`config.mk`:
```
export PLATFORM = sky130hd
export DESIGN_NAME = dma_evt_trigger
export DESIGN_NICKNAME = d
export VERILOG_FILES = /design/src/rtl/dma_evt_pkg.sv /design/src/rtl/evt_cfg_reg.sv /design/src/rtl/evt_irq_match.sv /design/src/rtl/evt_pulse_gen.sv /design/src/rtl/dma_evt_trigger.sv
export SDC_FILE = /design/constraint.sdc
export NUM_CORES = 1
export LEC_CHECK = 0
export BUFFER_PORTS_ARGS = -buffer_cell sky130_fd_sc_hd__clkbuf_2
export CORE_UTILIZATION = 36
export DETAILED_ROUTE_END_ITERATION = 10
export GPL_TIMING_DRIVEN = 0
export PLACE_DENSITY = 0.73
export REMOVE_ABC_BUFFERS = 1
export SKIP_CTS_REPAIR_TIMING = 1
export SLEW_MARGIN = 10
export SYNTH_ARGS = -nofsm -noshare
export SYNTH_HDL_FRONTEND = slang
export SYNTH_SLANG_ARGS = --single-unit
```
`constraint.sdc`:
```
create_clock -name clk -period 1.7 [get_ports clk]
set_input_delay 0.17 -clock clk [delete_from_list [all_inputs] [get_ports clk]]
set_output_delay 0.17 -clock clk [all_outputs]
set_load 0.02 [all_outputs]
```
`src/rtl/dma_evt_pkg.sv`:
```
package dma_evt_pkg;
  localparam int WORD_W = 32;
  localparam int SEL_W  = 8;
  localparam int ASEL_LO = 16;
  localparam int SSEL_LO = 8;
  localparam int FRC_BIT = 7;
  localparam int ABT_BIT = 6;
  localparam int PEN_BIT = 5;
  localparam int SEN_BIT = 4;
  localparam int AEN_BIT = 3;

  typedef struct packed {
    logic [SEL_W-1:0] abort_sel;
    logic [SEL_W-1:0] start_sel;
    logic             pat_en;
    logic             start_en;
    logic             abort_en;
  } evt_cfg_t;

  localparam evt_cfg_t CFG_RESET = '{abort_sel: '1, start_sel: '1,
                                     pat_en: 1'b0, start_en: 1'b0, abort_en: 1'b0};

  function automatic logic [WORD_W-1:0] pack_word(evt_cfg_t c);
    logic [WORD_W-1:0] w;
    w = '0;
    w[ASEL_LO +: SEL_W] = c.abort_sel;
    w[SSEL_LO +: SEL_W] = c.start_sel;
    w[PEN_BIT] = c.pat_en;
    w[SEN_BIT] = c.start_en;
    w[AEN_BIT] = c.abort_en;
    return w;
  endfunction

  function automatic evt_cfg_t unpack_word(logic [WORD_W-1:0] w);
    evt_cfg_t c;
    c.abort_sel = w[ASEL_LO +: SEL_W];
    c.start_sel = w[SSEL_LO +: SEL_W];
    c.pat_en    = w[PEN_BIT];
    c.start_en  = w[SEN_BIT];
    c.abort_en  = w[AEN_BIT];
    return c;
  endfunction

  function automatic logic sel_hit(logic vld, logic en, logic [SEL_W-1:0] num,
                                   logic [SEL_W-1:0] sel);
    return vld & en & (num == sel);
  endfunction
endpackage

```
`src/rtl/evt_cfg_reg.sv`:
```
module evt_cfg_reg
  import dma_evt_pkg::*;
(
  input  logic              clk,
  input  logic              rst_n,
  input  logic              wr,
  input  logic [WORD_W-1:0] wdata,
  output evt_cfg_t          cfg,
  output logic [WORD_W-1:0] rdata,
  output logic              force_stb,
  output logic              abort_stb
);
  always_ff @(posedge clk) begin
    if (!rst_n)  cfg <= CFG_RESET;
    else if (wr) cfg <= unpack_word(wdata);
  end

  assign rdata     = pack_word(cfg);
  assign force_stb = wr & wdata[FRC_BIT];
  assign abort_stb = wr & wdata[ABT_BIT];
endmodule

```
`src/rtl/evt_irq_match.sv`:
```
module evt_irq_match #(
  parameter int SEL_W = 8
) (
  input  logic             vld,
  input  logic             en,
  input  logic [SEL_W-1:0] num,
  input  logic [SEL_W-1:0] sel,
  output logic             hit
);
  assign hit = vld & en & (num == sel);
endmodule

```
`src/rtl/evt_pulse_gen.sv`:
```
module evt_pulse_gen (
  input  logic clk,
  input  logic rst_n,
  input  logic start_req,
  input  logic abort_req,
  input  logic clr_req,
  input  logic flag_req,
  output logic start_pulse,
  output logic abort_pulse,
  output logic en_clr_pulse,
  output logic abort_flag_set
);
  always_ff @(posedge clk) begin
    if (!rst_n) begin
      start_pulse    <= 1'b0;
      abort_pulse    <= 1'b0;
      en_clr_pulse   <= 1'b0;
      abort_flag_set <= 1'b0;
    end else begin
      start_pulse    <= start_req;
      abort_pulse    <= abort_req;
      en_clr_pulse   <= clr_req;
      abort_flag_set <= flag_req;
    end
  end
endmodule

```
`src/rtl/dma_evt_trigger.sv`:
```
module dma_evt_trigger
  import dma_evt_pkg::*;
(
  input  logic              clk,
  input  logic              rst_n,
  input  logic              bus_wr,
  input  logic [WORD_W-1:0] bus_wdata,
  output logic [WORD_W-1:0] bus_rdata,
  input  logic              irq_valid,
  input  logic [SEL_W-1:0]  irq_num,
  input  logic              pat_match,
  input  logic              chan_en,
  input  logic              chan_busy,
  output logic              start_pulse,
  output logic              abort_pulse,
  output logic              en_clr_pulse,
  output logic              abort_flag_set
);
  localparam int NSEL = 2;

  evt_cfg_t cfg;
  logic force_stb, abort_stb;
  logic start_hit, abort_hit, pat_hit;
  logic start_req, abort_req, clr_req, flag_req;
  logic [SEL_W-1:0] sel_vec [NSEL];
  logic             en_vec  [NSEL];
  logic             hit_vec [NSEL];

  evt_cfg_reg u_reg (
    .clk(clk), .rst_n(rst_n), .wr(bus_wr), .wdata(bus_wdata),
    .cfg(cfg), .rdata(bus_rdata), .force_stb(force_stb), .abort_stb(abort_stb)
  );

  assign sel_vec[0] = cfg.start_sel;
  assign en_vec[0]  = cfg.start_en;
  assign sel_vec[1] = cfg.abort_sel;
  assign en_vec[1]  = cfg.abort_en;

  for (genvar i = 0; i < NSEL; i++) begin : g_match
    evt_irq_match #(.SEL_W(SEL_W)) u_match (
      .vld(irq_valid), .en(en_vec[i]), .num(irq_num),
      .sel(sel_vec[i]), .hit(hit_vec[i])
    );
  end

  assign start_hit = hit_vec[0];
  assign abort_hit = hit_vec[1];
  assign pat_hit   = cfg.pat_en & pat_match;

  assign abort_req = chan_busy & (abort_hit | abort_stb | pat_hit);
  assign start_req = chan_en & (start_hit | force_stb) & ~abort_req;
  assign clr_req   = chan_busy & pat_hit;
  assign flag_req  = chan_busy & abort_hit;

  evt_pulse_gen u_pulse (
    .clk(clk), .rst_n(rst_n),
    .start_req(start_req), .abort_req(abort_req),
    .clr_req(clr_req), .flag_req(flag_req),
    .start_pulse(start_pulse), .abort_pulse(abort_pulse),
    .en_clr_pulse(en_clr_pulse), .abort_flag_set(abort_flag_set)
  );
endmodule

```
; ---- After elaboration in Yosys (flattened, before gate mapping)
; Index checks and enable logic that the tools add are counted.
[word_totals]
out_inout_bits = 36
in_bits = 47
register_bits = 23
wordCells = 27
[classes]
bitwise = 16
n_eq_ne = 2
[op_table]
columns = cell, n
row1 = $eq A8 B8 Y1, 2
row2 = $and A1 B1 Y1, 12
row3 = $or A1 B1 Y1, 3
row4 = $not A1 Y1, 1

; ---- Logic depth before layout (Yosys ltp)
; Gate-level depths: netlist of the first run.
[logic_depth]
depth_word = 7
mapped_depth = 4
depth_no_buf = 4

; ---- Cells and area by module
; A second synthesis of the first run with hierarchy kept.
[unflattened]
cells_unflattened = 134
hier_area_um2 = 1277.5
[by_module_without_submodules]
columns = mod, instances, area_each_um2, seq_area_each_um2, cells_per_inst
row1 = evt_cfg_reg, 1, 934.6, 380.4, 96
row2 = evt_irq_match, 2, 96.3, 0.0, 12
row3 = evt_pulse_gen, 1, 105.1, 80.1, 8
row4 = dma_evt_trigger, 1, 45.0, 0.0, 6

; ---- Least setup slack after synthesis of the first run
; No wires, ideal clock.
[synth_timing]
kind = flip-flop to flip-flop
startpoint = reg, netlist name u_reg.cfg[6]
endpoint = reg u_pulse.start_pulse
setup_ps = 60
stages_incl_launch_ff = 5
t_arrival_ps = 1377
slack_ps = 264
required_ps = 1640
path_buffers = 0
cell_sequence = dfxtp_1 > xor2_1 > or4_1 > o31ai_1 > and3_1
[synth_via]
elab_chain_len = 5
[synth_lines]
columns = item, line_no
row1 = $eq A8 B8 Y1, evt_irq_match.sv:10  ; assign hit = vld & en & (num == sel);
row2 = $and A1 B1 Y1, evt_irq_match.sv:10
row3 = $or A1 B1 Y1, dma_evt_trigger.sv:51  ; assign start_req = chan_en & (start_hit | force_stb) & ~abort_req;
row4 = $and A1 B1 Y1 (2 in series), dma_evt_trigger.sv:51
row5 = "end signal, assigned", evt_pulse_gen.sv:20  ; start_pulse <= start_req;
row6 = "end, declared", evt_pulse_gen.sv:8  ; output logic start_pulse,
; Every way passes these cells.
; A chain may end at the register's enable or synchronous reset.

; ---- Worst setup path in the final report of the first run
[layout_timing]
startpoint = reg, netlist name u_reg.cfg[6]
endpoint = reg u_pulse.start_pulse
[layout_via]
elab_chain_len = 5
[layout_lines]
columns = item, line_no
row1 = $eq A8 B8 Y1, evt_irq_match.sv:10
row2 = $and A1 B1 Y1, evt_irq_match.sv:10
row3 = $or A1 B1 Y1, dma_evt_trigger.sv:51
row4 = $and A1 B1 Y1 (2 in series), dma_evt_trigger.sv:51
; Every way passes these cells.

==> results of run 1 <==
[registers in the layout, indices dropped and copies added (netlist names)]
register	count
u_pulse.start_pulse	1
u_pulse.en_clr_pulse	1
u_pulse.abort_pulse	1
u_reg.cfg	19
u_pulse.abort_flag_set	1
[synth_stat cells]
master	instances
nor3_1	1
mux2i_1	19
a21oi_1	2
nor2b_1	4
nand4_1	3
conb_1	1
a22oi_1	1
dfxtp_1	23
nand2_1	18
and3_1	2
clkbuf_1	2
or4_1	1
buf_2	2
nor4_1	1
xnor2_1	4
buf_4	15
nand3_1	2
nor2_1	2
o31ai_1	1
xor2_1	12
[layout make-up]
type / count / area (um^2) / share of cell area [%]
Clock buffer: 3 / 22.5 / 1.63
Clock inverter: 1 / 5.00 / 0.362
Multi-Input combinational cell: 86 / 564 / 40.9
Sequential cell: 23 / 460 / 33.3
Tap cell: 31 / 38.8 / 2.81
Timing Repair Buffer: 58 / 290 / 21.0
[per-layer routing]
metal	GRT usage (%)	up-vias	part of all wire, %
li1	-	466	-
met1	17.7	426	42
met2	26.9	51	48
met3	3.40	2	8.5
met4	6.27	0	0.58
met5	0	-	0
[logic make-up after synthesis]
kind of cell    Yosys count  synth area share [%]
xor+xnor                 16                  12.6
flops                    23                  41.5
other cells               1                 0.338
mux                      19                  17.1
simple gates             34                  14.4
buf+inv                  19                  11.7
compound gates            4                  2.26
[power by group through the flow]
stage	combinational, uW	clock [uW]	sequential (uW)
after floorplan	100	0	636
after global placement	234	0	602
after detailed placement	239	0	604
after CTS	239	267	592
after global routing	262	295	597
final	237	247	592
[how the worst max path moves through the flow]
stage | cells after the start | startpoint | to | slack (ns)
final | 4 | u_reg.cfg[6]$_SDFFE_PN1P_ | u_pulse.start_pulse$_SDFF_PN0_ | 0.15
after global routing | 4 | u_reg.cfg[6]$_SDFFE_PN1P_ | u_pulse.start_pulse$_SDFF_PN0_ | 0.13
after CTS | 4 | u_reg.cfg[6]$_SDFFE_PN1P_ | u_pulse.start_pulse$_SDFF_PN0_ | 0.16
after detailed placement | 5 | rst_n | u_pulse.start_pulse$_SDFF_PN0_ | -0.02
after global placement | 5 | rst_n | u_pulse.start_pulse$_SDFF_PN0_ | 0.05
after floorplan | 4 | u_reg.cfg[6]$_SDFFE_PN1P_ | u_pulse.start_pulse$_SDFF_PN0_ | 0.26
[critical path, cell delays in order (launching register included)]
cell	delay [ns]
dfxtp_1	0.36
xor2_1	0.16
or4_1	0.54
o31ai_1	0.26
and3_1	0.20
[per-stage QoR]
stage | area [um^2] | hold WS (ns) | std cells
floorplan | 1020 | 0.232 | 109
global placement | 1350 | 0.384 | 198
detailed placement | 1350 | 0.392 | 198
CTS | 1380 | 0.0511 | 202
global route | 1380 | 0.0456 | 202
finish | 1380 | 0.0688 | 202
==> out/results.ini, run 1 <==
[setup_path]
critPathArrivalTime_ns=1.81
r2r_setup_slack_ns=0.15
crit_fanout=3
r2r-end=u_pulse.start_pulse$_SDFF_PN0_
crit_path_start_kind=flop
reg2reg_from=u_reg.cfg[6]$_SDFFE_PN1P_
critPathRequiredTime_ns=1.96
r2r_cells=4
critPathCaptureType=flop
criticalPathCategory=reg -> reg

[power]
switching_share_pct=30.0
p_total_uw=1080
p_sw_uw=323
p_per_area_nw_per_um2=779
p_leak_uw=0.000707
p_seq_share_pct=55.0
ir_drop_uv=389
pwr-share-comb_pct=22.0
clock_power_share_pct=23.0
p_int_uw=753

[final_layout]
diodes=0
num-fill-cells=270
drive_above_1_share_pct=36.3
area_growth_pct=24.5
final_nets=219
final_util_pct=48.8
layout_commonest_cell=clkbuf_2
layout_common_cells=clkbuf_2, dfxtp_1, mux2i_1, nand2_1, conb_1

[drt]
dr.pass1.iters=6
ant_nets=0
wirelength_mm=2.26
via_per_inst=4.68
num_vias=945
wl_per_cell_um=11.2
drt-initial-drc-count=18
drc=8

[synth]
yosys.area.top_type=dfxtp_1
synth.distinct_cells=20
syn_area_um2=1110
synth_area_leaders=dfxtp_1, mux2i_1, buf_4
postSynthCellCount=116
synth_top_area_share_pct=41.5
ys_seq_area_share_pct=41.5
yosys_warnings=0
syn_area_per_cell_um2=9.57
ys_ff_latch=23

[die]
core-area_um2=2830
io_pins=83
die_w_um=57.5
row_count=19
dieArea_um2=3310
start_util_pct=39.2
die_y_um=57.5

[clocking]
cts_max_path_buffers=2
clock_latency_ns=0.30
cts.sinks=23
cts_tree=built
htree_levels=1
cts-buffers-inserted=3
cts-root-buf=clkbuf_4
clk_pin_slew_ns=0.12

[sta]
period_share_pct=91.4
max_freq_mhz=643
finalHoldViolations=0
slew_violations=0
fin_crit_ns=1.55
setup_violations=0
tightest_slew_ns=0.660
fin_tns_setup_ns=0
layout_setup_ws_ns=0.146
skew_ns=0.00249
rsz0062_at_grt=false
relSlewSlack_pct=56.0

[grt]
grt_pass1_vias=933
grt_first_pass_wirelength_mm=3.88
grt_max_degree=23
antenna_found_initial=0
globalRouteTotalUtil_pct=15.3
grt-ovfl-total=0

[place]
place_ws_ns=-0.0235
post-dp-hpwl_mm=1.84
gp_congestion=0.710
port_buffers=58

[flow_run]
drv_cap=0

[hold_path]
hold_depth=3
hold_path.class=in -> reg
hold_path_end=u_pulse.en_clr_pulse$_SDFF_PN0_
hp-start=pat_match

[outcome]
failed_checks=DRC
status=finished, violations left

No activity file was read; power rests on OpenSTA's default activity.
==> run 2, diff against run 1 <==
- ABC_AREA: not set -> 1
- PLACE_DENSITY: 0.73 -> 0.72
==> out/results.ini, run 2 <==
[final_layout]
area_growth_pct=24.3
largest-register=u_reg.cfg
diodes=0
layout.area.seq_um2=460
final_nets=275
multi_input_area_um2=547
layout_common_cells=clkbuf_2, nand2_1, dfxtp_1, inv_1, nor2_1
final_util_pct=47.4
drive_above_1_share_pct=29.1
largest_reg_flops=19
num-fill-cells=361
final_cell_area_um2=1460
layout_commonest_cell=clkbuf_2

[die]
die_w_um=59.1
dieArea_um2=3490
die_y_um=59.1
core-area_um2=3080
row_count=20
io_pins=83
start_util_pct=38.1

[grt]
grt_first_pass_wirelength_mm=4.06
grt-ovfl-total=0
antenna_found_initial=0
grt_pass1_vias=955
grt_max_degree=32
globalRouteTotalUtil_pct=15.7

[sta]
fin_crit_ns=1.12
max_freq_mhz=894
fin_tns_setup_ns=0
setup_violations=0
layout_setup_ws_ns=0.582
tightest_slew_ns=0.565
skew_ns=0.00154
slew_violations=0
rsz0062_at_grt=false
finalHoldViolations=0
period_share_pct=65.8
relSlewSlack_pct=62.3

[synth]
synth.distinct_cells=19
synthFlopType=dfxtp_1
synth_top_area_share_pct=39.3
synth-edff-count=0
netlist_top_cells_count=nand2_1, dfxtp_1, inv_1, buf_4, nor2_1
syn_area_um2=1170
yosys.area.top_type=dfxtp_1
postSynthCellCount=172
yosysMostFrequentCell=nand2_1
ys_seq_area_share_pct=39.3
synth_area_leaders=dfxtp_1, nand2_1, buf_4
synthArstFlopShare_pct=0
ys_ff_latch=23
syn_area_per_cell_um2=6.82
yosys_warnings=0

[place]
gp_congestion=0.748
post-dp-hpwl_mm=1.98
place_ws_ns=0.240
placed_area_um2=1430
port_buffers=58

[power]
p_leak_uw=0.000840
p_per_area_nw_per_um2=758
ir_drop_uv=329
p_sw_uw=345
clock_power_share_pct=22.2
pwr-share-comb_pct=23.8
switching_share_pct=31.2
p_int_uw=760
p_seq_share_pct=54.0

[drt]
num_vias=1134
drt-initial-drc-count=48
wl_per_cell_um=9.40
dr.pass1.iters=4
via_per_inst=4.18
drc=0
ant_nets=0
wirelength_mm=2.55

[setup_path]
crit_fanout=31
critPathRequiredTime_ns=1.90
crit_path_start_kind=input pin
critPathArrivalTime_ns=1.32
criticalPathCategory=in -> reg
critPathCaptureType=flop

[clocking]
htree_levels=1
clk_pin_slew_ns=0.12
cts.sinks=23
clock_latency_ns=0.30
cts_tree=built
cts-root-buf=clkbuf_4
cts-buffers-inserted=3
cts_max_path_buffers=2

[flow_run]
drv_cap=0

[outcome]
status=finished clean

[hold_path]
hold_path.class=in -> reg

-- run 2: changes by cell type in the layout (fill, tap and decap cells not counted), moves of 2 or more --
cell      delta
nor2b_1      -4
nor2_1      +12
o21ai_0     +12
nand4_1      -2
or2_2        +2
a21oi_1     +10
nand2_1     +31
xor2_1      -10
clkinv_1     +2
mux2i_1     -19
nand3_1      +7
and3_1       -2
inv_1       +19
-- run 2: cell type report --
cell class | instances | share of cell area (%)
clock buffers | 4 | 1.80
repair buffers | 58 | 19.9
flip-flops and latches | 23 | 31.6
multi-input cells | 121 | 37.5
inverters | 21 | 5.41
well taps | 44 | 3.78
-- run 2: logic make-up after synthesis --
family / share of synthesized area [%]
simple gates: 27.0
xor+xnor: 4.48
other cells: 0.320
compound gates: 11.0
flops: 39.3
buf+inv: 17.9
-- run 2: worst max-delay path, cell delays in order --
cell and delay, ns:
clkbuf_2 0.44, clkinv_1 0.45, nor2_1 0.19, nor2_1 0.06
-- run 2: path summary, 6_finish.rpt --
path | start | end | slack (ns) | depth (start not counted)
worst max-delay path | bus_wr | u_reg.cfg[1]$_SDFFE_PN0P_ | 0.58 | 4
worst min-delay path | bus_wdata[10] | u_reg.cfg[5]$_SDFFE_PN1P_ | 0.07 | 3
worst min register to register | u_reg.cfg[2]$_SDFFE_PN0P_ | u_pulse.en_clr_pulse$_SDFF_PN0_ | 0.48 | 2
worst max register to register | u_reg.cfg[0]$_SDFFE_PN0P_ | u_pulse.start_pulse$_SDFF_PN0_ | 0.59 | 7
-- run 2: stage by stage --
step | hold WS (ns) | total power (uW) | std cells
final | 0.0697 | 1110 | 271
after floorplan | 0.254 | 765 | 165
after detailed placement | 0.386 | 875 | 267
after global routing | 0.0399 | 1190 | 271
after global placement | 0.380 | 872 | 267
after CTS | 0.0568 | 1130 | 271
-- run 2: per-layer routing --
| layer | part of all wire (%) | vias up | track usage [%] |
|---|---|---|---|
| met5 | 0 | - | 0 |
| met4 | 0.82 | 0 | 7.14 |
| met3 | 5.5 | 2 | 3.49 |
| met2 | 45 | 39 | 25.0 |
| met1 | 48 | 474 | 20.4 |
| li1 | - | 619 | - |
-- run 2: power by group through the flow --
| stage | Clock (uW) | Sequential (uW) | Combinational (uW) |
|---|---|---|---|
| after floorplan | 0 | 648 | 118 |
| after CTS | 262 | 598 | 266 |
| final | 245 | 597 | 263 |
| after detailed placement | 0 | 610 | 265 |
| after global placement | 0 | 609 | 263 |
| after global routing | 292 | 603 | 296 |
